===== src/rtl/bin_pkg.sv =====
package bin_pkg;

    // Upper bound of bin k when n bins split a w-bit axis evenly.
    function automatic logic [63:0] even_bound(input int unsigned k,
                                               input int unsigned n,
                                               input int unsigned w);
        logic [63:0] span;
        logic [63:0] top;
        span = 64'd1 << w;
        top  = span * (64'(k) + 64'd1);
        return (top / 64'(n)) - 64'd1;
    endfunction

endpackage


===== src/rtl/bin_bound_bank.sv =====
module bin_bound_bank #(
    parameter int N      = 16,
    parameter int DATA_W = 16,
    localparam int IDX_W = (N > 1) ? $clog2(N) : 1
) (
    input  logic                        clk,
    input  logic                        rst_n,
    input  logic                        wr_en,
    input  logic [IDX_W-1:0]            wr_idx,
    input  logic [DATA_W-1:0]           wr_data,
    output logic [N-1:0][DATA_W-1:0]    bounds
);
    import bin_pkg::*;

    logic [N-1:0][DATA_W-1:0] bound_d, bound_q;

    always_comb begin
        bound_d = bound_q;
        if (wr_en && (32'(wr_idx) < N)) begin
            bound_d[wr_idx] = wr_data;
        end
    end

    always_ff @(posedge clk or negedge rst_n) begin
        if (!rst_n) begin
            for (int k = 0; k < N; k++) begin
                bound_q[k] <= DATA_W'(even_bound(unsigned'(k), unsigned'(N), unsigned'(DATA_W)));
            end
        end else begin
            bound_q <= bound_d;
        end
    end

    assign bounds = bound_q;


    wr_apply_chk: assert property (@(posedge clk) disable iff (!rst_n)
        (wr_en && (32'(wr_idx) < N)) |=> bound_q[$past(wr_idx)] == $past(wr_data));


    wr_hold_chk: assert property (@(posedge clk) disable iff (!rst_n)
        !wr_en |=> $stable(bound_q));

endmodule


===== src/rtl/bin_stage.sv =====
module bin_stage #(
    parameter int DATA_W   = 16,
    parameter int STAGE_ID = 0,
    parameter int HAS_LO   = 1
) (
    input  logic              clk,
    input  logic              rst_n,
    input  logic              in_v,
    input  logic              in_found,
    input  logic [DATA_W-1:0] in_data,
    input  logic [DATA_W-1:0] lo_bound,
    input  logic [DATA_W-1:0] hi_bound,
    output logic              out_v,
    output logic              out_found,
    output logic [DATA_W-1:0] out_data
);
    typedef struct packed {
        logic              v;
        logic              found;
        logic [DATA_W-1:0] data;
    } slot_t;

    slot_t slot_d, slot_q;
    logic  above_lo;
    logic  below_hi;
    logic  hit;

    always_comb begin
        above_lo     = (HAS_LO == 0) || (in_data > lo_bound);
        below_hi     = (in_data <= hi_bound);
        hit          = in_v && !in_found && above_lo && below_hi;
        slot_d.v     = in_v;
        slot_d.found = in_found || hit;
        slot_d.data  = hit ? DATA_W'(STAGE_ID) : in_data;
    end

    always_ff @(posedge clk or negedge rst_n) begin
        if (!rst_n) begin
            slot_q <= '0;
        end else begin
            slot_q <= slot_d;
        end
    end

    assign out_v     = slot_q.v;
    assign out_found = slot_q.found;
    assign out_data  = slot_q.data;


    keep_owner_chk: assert property (@(posedge clk) disable iff (!rst_n)
        (in_v && in_found) |=> (out_found && out_data == $past(in_data)));


    claim_chk: assert property (@(posedge clk) disable iff (!rst_n)
        (in_v && !in_found && ((HAS_LO == 0) || in_data > lo_bound) && in_data <= hi_bound)
        |=> (out_found && out_data == DATA_W'(STAGE_ID)));


    pass_raw_chk: assert property (@(posedge clk) disable iff (!rst_n)
        (in_v && !in_found && !(((HAS_LO == 0) || in_data > lo_bound) && in_data <= hi_bound))
        |=> (!out_found && out_data == $past(in_data)));

endmodule


===== src/rtl/bin_classifier.sv =====
module bin_classifier #(
    parameter int N      = 16,
    parameter int DATA_W = 16,
    localparam int IDX_W = (N > 1) ? $clog2(N) : 1
) (
    input  logic              clk,
    input  logic              rst_n,
    input  logic              in_valid,
    input  logic [DATA_W-1:0] in_sample,
    input  logic              wr_en,
    input  logic [IDX_W-1:0]  wr_idx,
    input  logic [DATA_W-1:0] wr_data,
    output logic              out_valid,
    output logic [DATA_W-1:0] out_value,
    output logic              out_miss
);
    logic [N-1:0][DATA_W-1:0] bounds;
    logic [N:0]               v_chain;
    logic [N:0]               found_chain;
    logic [N:0][DATA_W-1:0]   data_chain;

    bin_bound_bank #(.N(N), .DATA_W(DATA_W)) u_bank (
        .clk     (clk),
        .rst_n   (rst_n),
        .wr_en   (wr_en),
        .wr_idx  (wr_idx),
        .wr_data (wr_data),
        .bounds  (bounds)
    );

    assign v_chain[0]     = in_valid;
    assign found_chain[0] = 1'b0;
    assign data_chain[0]  = in_sample;

    for (genvar k = 0; k < N; k++) begin : g_stage
        if (k == 0) begin : g_first
            bin_stage #(.DATA_W(DATA_W), .STAGE_ID(k), .HAS_LO(0)) u_stage (
                .clk       (clk),
                .rst_n     (rst_n),
                .in_v      (v_chain[k]),
                .in_found  (found_chain[k]),
                .in_data   (data_chain[k]),
                .lo_bound  ({DATA_W{1'b0}}),
                .hi_bound  (bounds[k]),
                .out_v     (v_chain[k+1]),
                .out_found (found_chain[k+1]),
                .out_data  (data_chain[k+1])
            );
        end else begin : g_rest
            bin_stage #(.DATA_W(DATA_W), .STAGE_ID(k), .HAS_LO(1)) u_stage (
                .clk       (clk),
                .rst_n     (rst_n),
                .in_v      (v_chain[k]),
                .in_found  (found_chain[k]),
                .in_data   (data_chain[k]),
                .lo_bound  (bounds[k-1]),
                .hi_bound  (bounds[k]),
                .out_v     (v_chain[k+1]),
                .out_found (found_chain[k+1]),
                .out_data  (data_chain[k+1])
            );
        end
    end

    assign out_valid = v_chain[N];
    assign out_value = data_chain[N];
    assign out_miss  = v_chain[N] && !found_chain[N];


    hit_index_chk: assert property (@(posedge clk) disable iff (!rst_n)
        (out_valid && !out_miss) |-> (out_value < DATA_W'(N)));

endmodule


===== config.mk =====
export PLATFORM = sky130hd
export DESIGN_NAME = bin_classifier
export DESIGN_NICKNAME = d
export VERILOG_FILES = /design/src/rtl/bin_pkg.sv /design/src/rtl/bin_bound_bank.sv /design/src/rtl/bin_stage.sv /design/src/rtl/bin_classifier.sv
export SDC_FILE = /design/constraint.sdc
export NUM_CORES = 1
export LEC_CHECK = 0
export ABC_AREA = 0
export BUFFER_PORTS_ARGS = -buffer_cell sky130_fd_sc_hd__clkbuf_2
export CAP_MARGIN = 15
export CORE_MARGIN = 4
export CORE_UTILIZATION = 35
export CTS_BUF_LIST = sky130_fd_sc_hd__clkbuf_4 sky130_fd_sc_hd__clkbuf_8 sky130_fd_sc_hd__clkbuf_16
export DETAILED_ROUTE_END_ITERATION = 8
export SLEW_MARGIN = 10
export SYNTH_ARGS = -nofsm -noshare
export SYNTH_HDL_FRONTEND = slang
export SYNTH_HIERARCHICAL = 1
export SYNTH_SLANG_ARGS = --single-unit

===== constraint.sdc =====
create_clock -name clk -period 6.7 [get_ports clk]
set_input_delay 0 -clock clk [delete_from_list [all_inputs] [get_ports clk]]
set_output_delay 0 -clock clk [all_outputs]
set_load 0.02 [all_outputs]

**Word level (Yosys, flattened, before mapping)**

Cells that the tools add are included.

- Magnitude comparators: 33
- Reductions and logical operators: 79
- Multiplexer cells: 19

Operators by type and width:

| operator | count |
|---|---|
| 16-bit two-way mux | 17 |
| 256-bit bitwise mux | 1 |
| 16-bit less-or-equal comparator | 16 |
| 16-bit > comparator | 15 |
| 16-bit demux with 4-bit select | 1 |
| 1-bit logical AND | 48 |
| 1-bit zero test | 16 |
| 1-bit logical OR | 15 |
| 4-bit by 5-bit less-than comparator with 1-bit output (second input constant) | 1 |
| 4-bit by 1-bit greater-or-equal comparator with 1-bit output (second input constant) | 1 |

- Logic and storage cells: 195
- Bits in registers: 544
- Output and inout port bits: 18
- Input port bits: 40

**Longest topological paths before layout**

- Depth after elaboration: 5
- Mapped depth: 9
- Mapped depth without buffers: 7

**Modules after synthesis**

The synthesis kept the hierarchy.

By module, submodules not included:

| module | instances | area each (µm²) | seq. area each (µm²) | cells an instance |
|---|---|---|---|---|
| bin_bound_bank | 1 | 9963.3 | 6686.4 | 574 |
| bin_stage at g_stage[3].g_rest.u_stage ... | 3 | 1475.2 | 450.4 | 167 |
| bin_stage at g_stage[2].g_rest.u_stage ... | 3 | 1472.7 | 450.4 | 167 |
| bin_stage at g_stage[10].g_rest.u_stage ... | 3 | 1471.4 | 450.4 | 166 |
| bin_stage at g_stage[11].g_rest.u_stage ... | 3 | 1462.7 | 450.4 | 163 |
| bin_stage at g_stage[1].g_rest.u_stage | 1 | 1476.4 | 450.4 | 168 |
| bin_stage at g_stage[15].g_rest.u_stage | 1 | 1461.4 | 450.4 | 162 |
| bin_stage at g_stage[14].g_rest.u_stage | 1 | 1458.9 | 450.4 | 162 |
| bin_stage at g_stage[0].g_first.u_stage | 1 | 1144.8 | 450.4 | 98 |
| bin_classifier | 1 | 17.5 | 0.0 | 2 |

**Worst setup path before layout**

Ideal clock, no wire load.

- Path type: register to register
- From: register u_bank.bound_q (netlist bit u_bank/bounds[222])
- To: register g_stage[13].g_rest.u_stage.slot_q (netlist bit g_stage[13].g_rest.u_stage/out_data[10])
- Slack: 4.554 ns
- Buffers on the path: 1
- Clock period less this slack: 2.146 ns
- Arrival time: 2.008 ns
- Library setup time: 0.138 ns
- Data required time: 6.562 ns
- Cell stages (with the launch flop): 9
- Cell sequence: dfstp_2 inv_1 ha_1 a21oi_2 nand2_1 a221o_1 o31ai_4 buf_6 a31oi_1

RTL lines:

| what | line | RTL |
|---|---|---|
| start, declared | bin_bound_bank.sv:15 | `logic [N-1:0][DATA_W-1:0] bound_d, bound_q;` |
| start signal, assigned by index | bin_bound_bank.sv:27 | `bound_q[k] <= DATA_W'(even_bound(unsigned'(k), unsigned'(N), unsigned'(DATA_W)));` |
| start signal, assigned | bin_bound_bank.sv:30 | `bound_q <= bound_d;` |
| end signal, assigned | bin_stage.sv:41 | `slot_q <= slot_d;` |
| end, declared | bin_stage.sv:23 | `slot_t slot_d, slot_q;` |

==> flow_summary_export.csv <==
group,metric,value,unit
synth,synthCells,3155,
power,swShare,38.6,%
global_routing,grt_pass1_wl,126000,um
final_layout,final_area,0.0366,sq mm
final_layout,final_common_cell,"inv_1",
sta,fin_crit,2.68,ns
final_layout,antennaDiodeCount,0,
worst_setup_path,end_kind,"register",
synth,synth-edff-count,0,
synth,synth_cell_types,51,
power,p_leak,17.7,nW
worst_setup_path,worst_r2r_endpoint,"g_stage[13].g_rest.u_stage/out_data[6]",
placed_design,place_ws,4.03,ns
worst_hold_path,holdPathEnd,"u_bank/bounds[80]",
placed_design,place_inst,4387,
power,p_per_area,387,mW/mm^2
placed_design,portBuffers,57,
worst_setup_path,r2r-start,"u_bank/bounds[199]",
sta,worstMarginPinSlew,1.11,ns
sta,fin_skew,0.0249,ns
floorplan,die_x,316,um
worst_setup_path,worstPathArrival,3.12,ns
clocking,cts_setup_buffers,0,
placed_design,dp_hpwl,56600,um
sta,grt_setup_unrepaired,"false",
clocking,cts_buffer_depth,3,
outcome,status,"completed",
worst_setup_path,cp_slowest_stage_delay,0.81,ns
worst_setup_path,cp_max_fo,17,
routing,drtIter0Drc,1287,
final_layout,drive_gt1_share,23.9,%
clocking,clk_pin_slew,0.06,ns
power,power.total,14.2,mW
routing,firstDrtPassIters,5,
worst_setup_path,crit_type,"register to register",
synth,ys_seq_elements,544,
clocking,htree_levels,2,
clocking,cts_buffers,57,
final_layout,final_cell_mix,"inv_1, ha_1, dfrtp_1, mux2_2, dfstp_2",
placed_design,postPlaceCellArea,0.0345,sq mm
placed_design,gp_congestion,0.815,
power,comb_power_share,39.8,%
synth,yosysSeqAreaShare,41.9,%
sta,holdWs,0.0837,ns
floorplan,die_y,316,um
final_layout,layout.cells.non_filler,4512,
global_routing,grt_pass1_vias,22900,
worst_setup_path,startpoint_type,"register",
global_routing,grt.total_usage,16.0,%
floorplan,die_area,0.0998,sq mm
clocking,clk_latency,0.64,ns
synth,async_flop_share,100,%
sta,setup_tns,0,ns
clocking,tritoncts,"done",
synth,synth_ff_type,"dfrtp_1",
final_layout,utilization,39.1,%
worst_setup_path,rr_worst_depth,7,
power,p_clk_share,22.9,%
final_layout,area_growth,10.3,%
clocking,clock-sinks,544,
clocking,postCtsHoldBufs,19,
routing,antenna_left,0,
power,internal_power,8.70,mW
worst_setup_path,critPathRequiredTime,7.13,ns
sta,fmax,373,MHz
sta,final.period_utilization,40.0,%
clocking,cts_root_buf,"clkbuf_16",
sta,setup_violations,0,
floorplan,io_pins,58,
sta,maxSlewViolCount,0,
worst_hold_path,min-delay-start,"wr_en",
floorplan,row_count,112,
synth,avgSynthCellArea,10.5,sq um
routing,drc_errors,0,
global_routing,antenna_found_initial,6,
sta,hold_viol,0,
synth,yosysWarnings,6,
routing,vias_per_cell,4.96,
floorplan,core,0.0936,sq mm
global_routing,grt.overflow.total,0,
clocking,postCtsResizedCells,0,
sta,worst_slack,4.02,ns
routing,via_count,22400,
sta,slew_headroom,25.5,%
global_routing,met2_usage,28.4,%
power,p_sw,5.48,mW
final_layout,finalNetCount,3747,
routing,finalWirelength,78800,um
worst_setup_path,worst_path_max_delay_cell,"nor3b_2",
floorplan,initial_utilization,35.4,%
synth,syn_area,0.0332,sq mm
worst_setup_path,ff2ff_setup_slack,4.02,ns
job,maxCapViolations,0,
worst_hold_path,worst_hold_path_type,"input pin to register",
global_routing,grtUsageMet1,20.4,%
power,peakVddDrop,0.193,mV
global_routing,grt_use_met3,1.99,%
global_routing,grt-busiest-layer,"met2",
routing,routedWlPerCell,17.5,um
worst_hold_path,min_path_cells,4,
global_routing,grt_start_max_net_pins,170,
worst_setup_path,critical_path.cell_chain,"inv_1 > ha_1 > and4_1 > nand3b_1 > nor3_1 > nor3b_2 > a31oi_1",
power,seq_power_share,37.3,%
[worst max-delay path: cells and delay by family (launching register included)]
| kind | cells | cell delay (ns) |
|---|---|---|
| simple gates | 4 | 1.30 |
| flops | 1 | 0.54 |
| compound gates | 1 | 0.29 |
| fa+ha+maj | 1 | 0.30 |
| buf+inv | 1 | 0.04 |
[power groups by stage]
stage | sequential (mW) | clock, mW | combinational, mW
finish | 5.29 | 3.24 | 5.64
global route | 5.44 | 3.46 | 6.51
CTS | 5.32 | 3.34 | 5.64
detailed placement | 5.36 | 0 | 5.59
global placement | 5.36 | 0 | 5.41
floorplan | 5.06 | 0 | 4.55
[worst max path at each step]
stage	start	to	slack [ns]
3_3_place_gp	u_bank/bounds[154]	g_stage[10].g_rest.u_stage/out_data[13]	4.05
6_report	u_bank/bounds[199]	g_stage[13].g_rest.u_stage/out_data[6]	4.02
5_1_grt	u_bank/bounds[11]	g_stage[0].g_first.u_stage/out_data[5]	3.80
3_5_place_dp	u_bank/bounds[11]	g_stage[0].g_first.u_stage/out_data[4]	4.03
2_1_floorplan	u_bank/bounds[222]	g_stage[13].g_rest.u_stage/out_data[10]	4.55
4_1_cts	u_bank/bounds[11]	g_stage[0].g_first.u_stage/out_data[4]	4.01
[Yosys cell counts, types with 15 or more instances]
master	n	area, sq um
a21o_1	25	188
a21oi_1	185	926
a21oi_2	16	140
a221o_1	35	350
a31o_2	47	412
a31oi_1	208	1300
and4_1	47	412
buf_2	15	75.1
buf_6	27	304
clkbuf_1	36	135
dfrtp_1	320	8010
dfstp_2	224	5890
ha_1	496	6210
inv_1	697	2620
mux2_2	246	2770
nand2_1	161	604
nand2b_1	16	100
nand3_1	61	305
nand4_1	36	225
nor2_1	27	101
nor2b_1	17	106
nor3_1	16	80.1
nor3b_2	15	188
nor4_1	16	100
o211ai_1	16	120
o21ai_0	41	205
o31ai_4	15	319
[sequential cells by signal (all words and copies together) (netlist names)]
register	count
g_stage.g_rest.u_stage/out_data	240
g_stage.g_first.u_stage/out_v	1
g_stage.g_first.u_stage/out_found	1
g_stage.g_first.u_stage/out_data	16
g_stage.g_rest.u_stage/out_found	15
u_bank/bounds	256
g_stage.g_rest.u_stage/out_v	15
[layer usage]
metal  routed length, um  part of all wire (%)  vias to the layer above
met5                   0                     0                        -
met4                2020                   2.6                        0
met3                2300                   2.9                      122
met2               39400                    50                      287
met1               35100                    45                    10900
li1                    -                     -                    11000
[final cells by class]
class | instances | area (sq um)
Inverter | 697 | 2620
Clock inverter | 15 | 110
Sequential cell | 544 | 13900
Timing Repair Buffer | 91 | 649
Multi-Input combinational cell | 1820 | 15900
Fill cell | 9221 | 57000
Clock buffer | 91 | 1820
Tap cell | 1254 | 1570
[cells by family after synthesis]
group	share of synthesized area, %
other	0.0113
AO/OA/AOI/OAI	12.9
adder cells (fa/ha/maj)	18.7
AND/OR/NAND/NOR	7.59
flip-flops	41.9
multiplexers	8.80
buffers and inverters	10.1
Power figures use the tool's default switching activity.
